$ cat config.mk
export PLATFORM = sky130hd
export DESIGN_NAME = fwd_unit
export DESIGN_NICKNAME = d
export VERILOG_FILES = /design/src/rtl/fwd_pkg.sv /design/src/rtl/fwd_hit.sv /design/src/rtl/fwd_prio.sv /design/src/rtl/fwd_mux.sv /design/src/rtl/fwd_unit.sv
export SDC_FILE = /design/constraint.sdc
export NUM_CORES = 1
export LEC_CHECK = 0
export BUFFER_PORTS_ARGS = -buffer_cell sky130_fd_sc_hd__buf_4
export CORE_MARGIN = 2
export CORE_UTILIZATION = 36
export DETAILED_ROUTE_END_ITERATION = 6
export PLACE_DENSITY = 0.88
export SETUP_SLACK_MARGIN = 0.15
export SYNTH_ARGS = -nofsm -noshare
export SYNTH_HDL_FRONTEND = slang
export SYNTH_SLANG_ARGS = --single-unit
$ cat constraint.sdc
create_clock -name vclk -period 1.85
set_clock_uncertainty 0.2 [all_clocks]
set_input_delay 0.0925 -clock vclk [all_inputs]
set_output_delay 0.0925 -clock vclk [all_outputs]
set_load 0.1 [all_outputs]
$ cat src/rtl/fwd_pkg.sv
`timescale 1ns/1ps
package fwd_pkg;
  typedef enum logic [1:0] {
    SEL_RF   = 2'b00,
    SEL_WB   = 2'b01,
    SEL_MEM  = 2'b10,
    SEL_RSVD = 2'b11
  } fwd_sel_e;

  localparam int unsigned NUM_OPND = 2;
endpackage

$ cat src/rtl/fwd_hit.sv
`timescale 1ns/1ps
// Qualifies one producing stage against one source register.
module fwd_hit #(
  parameter int unsigned REG_AW = 5
) (
  input  logic [REG_AW-1:0] src_i,
  input  logic [REG_AW-1:0] dst_i,
  input  logic              wr_i,
  output logic              hit_o
);
  logic dst_nz;
  assign dst_nz = |dst_i;
  assign hit_o  = wr_i & dst_nz & (dst_i == src_i);
endmodule

$ cat src/rtl/fwd_prio.sv
`timescale 1ns/1ps
// Younger stage first.
module fwd_prio
  import fwd_pkg::*;
(
  input  logic     mem_hit_i,
  input  logic     wb_hit_i,
  output fwd_sel_e sel_o
);
  always_comb begin
    if (mem_hit_i)     sel_o = SEL_MEM;
    else if (wb_hit_i) sel_o = SEL_WB;
    else               sel_o = SEL_RF;
  end
endmodule

$ cat src/rtl/fwd_mux.sv
`timescale 1ns/1ps
module fwd_mux
  import fwd_pkg::*;
#(
  parameter int unsigned DATA_W = 32
) (
  input  fwd_sel_e          sel_i,
  input  logic [DATA_W-1:0] rf_i,
  input  logic [DATA_W-1:0] mem_i,
  input  logic [DATA_W-1:0] wb_i,
  output logic [DATA_W-1:0] out_o
);
  always_comb begin
    case (sel_i)
      SEL_MEM: out_o = mem_i;
      SEL_WB:  out_o = wb_i;
      default: out_o = rf_i; // reserved code falls back to register file
    endcase
  end
endmodule

$ cat src/rtl/fwd_unit.sv
`timescale 1ns/1ps
module fwd_unit
  import fwd_pkg::*;
#(
  parameter int unsigned REG_AW = 5,
  parameter int unsigned DATA_W = 32
) (
  input  logic [REG_AW-1:0] ex_src_a_i,
  input  logic [REG_AW-1:0] ex_src_b_i,
  input  logic [REG_AW-1:0] mem_dst_i,
  input  logic              mem_wr_i,
  input  logic [REG_AW-1:0] wb_dst_i,
  input  logic              wb_wr_i,
  input  logic [DATA_W-1:0] rf_a_i,
  input  logic [DATA_W-1:0] rf_b_i,
  input  logic [DATA_W-1:0] mem_res_i,
  input  logic [DATA_W-1:0] wb_val_i,
  output logic [1:0]        sel_a_o,
  output logic [1:0]        sel_b_o,
  output logic [DATA_W-1:0] opnd_a_o,
  output logic [DATA_W-1:0] opnd_b_o
);
  logic [REG_AW-1:0] src    [NUM_OPND];
  logic [DATA_W-1:0] rf_val [NUM_OPND];
  logic [DATA_W-1:0] opnd   [NUM_OPND];
  fwd_sel_e          sel    [NUM_OPND];

  assign src[0]    = ex_src_a_i;
  assign src[1]    = ex_src_b_i;
  assign rf_val[0] = rf_a_i;
  assign rf_val[1] = rf_b_i;

  for (genvar i = 0; i < NUM_OPND; i++) begin : g_opnd
    logic mem_hit, wb_hit;

    fwd_hit #(.REG_AW(REG_AW)) u_mem_hit (
      .src_i(src[i]), .dst_i(mem_dst_i), .wr_i(mem_wr_i), .hit_o(mem_hit)
    );
    fwd_hit #(.REG_AW(REG_AW)) u_wb_hit (
      .src_i(src[i]), .dst_i(wb_dst_i), .wr_i(wb_wr_i), .hit_o(wb_hit)
    );
    fwd_prio u_prio (
      .mem_hit_i(mem_hit), .wb_hit_i(wb_hit), .sel_o(sel[i])
    );
    fwd_mux #(.DATA_W(DATA_W)) u_mux (
      .sel_i(sel[i]), .rf_i(rf_val[i]), .mem_i(mem_res_i),
      .wb_i(wb_val_i), .out_o(opnd[i])
    );
  end

  assign sel_a_o  = sel[0];
  assign sel_b_o  = sel[1];
  assign opnd_a_o = opnd[0];
  assign opnd_b_o = opnd[1];
endmodule

==> flow_summary.yaml, run 1 <==
status:
  outcome: "stopped before the end"
  haltStage: "4_1_cts"
  error: "[ERROR DPL-0038] Utilization greater than 100%, impossible to legalize"
synth:
  synthSimpleGateAreaFrac_pct: 36.1
  synth-compound-area-share_pct: 39.3
  synthMuxAreaShare_pct: 0
  synth_top_area_share_pct: 20.1
  yosysWarnings: 0
  syn-num-nets: 543
  syn_area_per_cell_um2: 6.00
  syn_inst: 393
  syn-cell-area_mm2: 0.00236
  synth_common_cells: "nor3_1 (64), a31oi_1 (63), o31ai_1 (63), clkbuf_1 (39), nand4_1 (34)"
  synth.most_common_cell: "nor3_1"
  ys_seq_area_share_pct: 0
  synth_adder_area_share_pct: 0
  synth-xor-area-share_pct: 7.43
  synth_area_leaders: "o31ai_1 (20%), a31oi_1 (17%), nor3_1 (14%)"
  yosysUniqueCellTypes: 26
  synth_top_family_by_area: "compound AO/OA/AOI/OAI gates"
  yosys.area.top_type: "o31ai_1"
place:
  place.gp.congestion: 0.987
  dp.cells: 728
  numPortBuffers: 218
  place_area_mm2: 0.00591
  pre_cts_ws_ps: -377
  hpwl_um: 13500
die:
  ios: 218
  die_h_um: 84.9
  row_count: 29
  start_util_pct: 37.1
  die_x_um: 84.9
clock_tree:
  ctsResizeCount: 254
  cts_hold_buf: 0
  cts_setup_buffers: 8
## metrics by stage
stage,hold WS (ps),util (%)
after detailed placement,477,93.0
after global placement,476,93.0
after floorplan,319,-
## cells by family after synthesis
kind of cell / Yosys count
buffers and inverters: 99
AO/OA/AOI/OAI: 132
AND/OR/NAND/NOR: 142
XOR/XNOR: 20
==> inputs of run 2 (changes only) <==
- CORE_UTILIZATION: 36 -> 21
- PLACE_DENSITY: 0.88 -> not set
- PLACE_DENSITY_LB_ADDON: not set -> 0.15
- SETUP_SLACK_MARGIN: 0.15 -> not set
==> run 2 against run 1 <==
Effect of this change:
- synthesized cell count unchanged
- the flow now finishes, with violations (negative setup slack)
- area after synthesis stayed put
==> flow_summary.yaml, run 2 <==
status:
  outcome: "complete, but fails checks"
  violations: "negative setup slack"
route:
  vias_per_cell: 6.07
  routed_wl_um: 22000
  vias: 4977
  post_drt_wl_per_cell_um: 26.9
  drt_iter0_markers: 383
  dr.pass1.iters: 4
  drc: 0
  drtAntennaViolNets: 0
timing:
  setup_violations: 67
  clock.fmax_mhz: 416
  slew_headroom_pct: 47.7
  whs_ps: 424
  fin_crit_ps: 2400
  setup_slack_ps: -552
  period_share_pct: 130
  final-max-slew-violation-count: 0
  setup-tns-final_ps: -16440
  rsz0062_at_grt: "yes"
  final_hold_viol_count: 0
  tightest_slew_ps: 778
setup_path:
  critPathArrivalTime_ps: 2110
  slowest_stage: "nor4_1"
  cp_common_cell: "buf_12"
  endpoint_kind: "output port"
  worstSetupPathType: "in2out"
  critical_path.cell_chain: "buf_12 > xnor2_4 > nand3_4 > clkbuf_16 > buf_4 > nor4_1 > o31a_4 > buf_12"
  slowest_delay_ps: 650
  required_ps: 1560
  cp_max_fo: 6
  critPathLaunchType: "input port"
die:
  die_h_um: 110
  ios: 218
  die_x_um: 110
  die_area_mm2: 0.0121
  row_count: 38
  start_util_pct: 21.7
  core_area_mm2: 0.0109
synth:
  synth_common_cells: "nor3_1 (64), a31oi_1 (63), o31ai_1 (63), clkbuf_1 (39), nand4_1 (34)"
  yosys.area.top_type: "o31ai_1"
  synth.most_common_cell: "nor3_1"
  ys_seq_area_share_pct: 0
  synth_area_leaders: "o31ai_1 (20%), a31oi_1 (17%), nor3_1 (14%)"
  syn-num-nets: 543
  syn_inst: 393
  yosysWarnings: 0
  syn-cell-area_mm2: 0.00236
  syn_area_per_cell_um2: 6.00
  synth_top_area_share_pct: 20.1
  yosysUniqueCellTypes: 26
layout:
  diodes: 0
  clock_buffers: 0
  drive_gt1_share_pct: 79.0
  regArea_um2: 0
  nFillCells: 690
  layout.nets: 832
  fin_util_pct: 77.3
  final_cell_mix: "buf_4 (205), buf_12 (91), a31oi_4 (62), nor3_1 (37), nand4_1 (34)"
  area_growth_pct: 257
  seq_cell_count: 0
  mostFrequentLayoutCell: "buf_4"
  layout.cells.non_filler: 820
power_and_ir_drop:
  peakVddDrop_v: 0.000287
  p_leak_nw: 3.31
  power_w: 0.00322
  pwr_density_cell_mw_per_mm2: 382
global_routing:
  grt_pass1_vias: 4937
  grt_pass1_wl_um: 26400
  grtUsageTotal_pct: 28.2
  grt.overflow.total: 0
  antenna_found_initial: 0
  grt_max_degree: 41
clock_tree:
  cts_hold_buf: 0
run:
  maxCapViolCount: 0
place:
  dp.cells: 750
  hpwl_um: 11500
  place.gp.congestion: 0.877
  numPortBuffers: 218
hold_path:
  hold_class: "in2out"
run 2: kinds of logic after synthesis:
group | synth area share [%]
xor gates and xnor gates | 7.43
buffers and inverters | 17.1
AOI/OAI and AO/OA | 39.3
and+or+nand+nor | 36.1
run 2: what timing repair did:
item | 4_1_cts | 5_1_grt
pin swaps | 24 | 42
gates cloned | 13 | 17
buffers inserted | 19 | 26
resized for setup | 254 | 127
setup endpoints to repair | 68 | 68
run 2: per-stage QoR:
step / setup WS (ps) / cell area (um2)
floorplan: -695 / 3510
global placement: -441 / 5720
detailed placement: -490 / 5720
CTS: -283 / 7280
global route: -651 / 8420
finish: -552 / 8420
run 2: layout make-up:
cell class         instances  area [um2]  area share (%)
repair buffers           348        4270            50.7
multi-input cells        297        3830            45.5
well taps                140         175            2.08
inverters                 35         140            1.66
run 2: where the power goes:
| group | switching [W] | internal [W] | leakage, nW |
|---|---|---|---|
| logic | 0.00186 | 0.00135 | 3.31 |
| registers | 0 | 0 | 0 |
| clock network | 0 | 0 | 0 |
| total | 0.00186 | 0.00135 | 3.31 |
run 2: critical path: cells and delay by family:
kind	cells	cell delay (ps)
and+or+nand+nor	2	880
buffers and inverters	4	650
xor gates and xnor gates	1	240
AOI/OAI and AO/OA	1	240
run 2: final timing paths:
check / startpoint / end / depth (start not counted)
worst max-delay path: wb_dst_i[4] / opnd_a_o[24] / 8
worst min-delay path: rf_a_i[29] / opnd_a_o[29] / 4
run 2: routing by layer:
metal | wire [um] | share of wire [%] | GRT usage [%]
met5 | 0 | 0 | 0
met4 | 1010 | 4.6 | 9.86
met3 | 1530 | 6.9 | 4.33
met2 | 11500 | 52 | 52.5
met1 | 7980 | 36 | 32.2
Power figures use the tool's default switching activity.
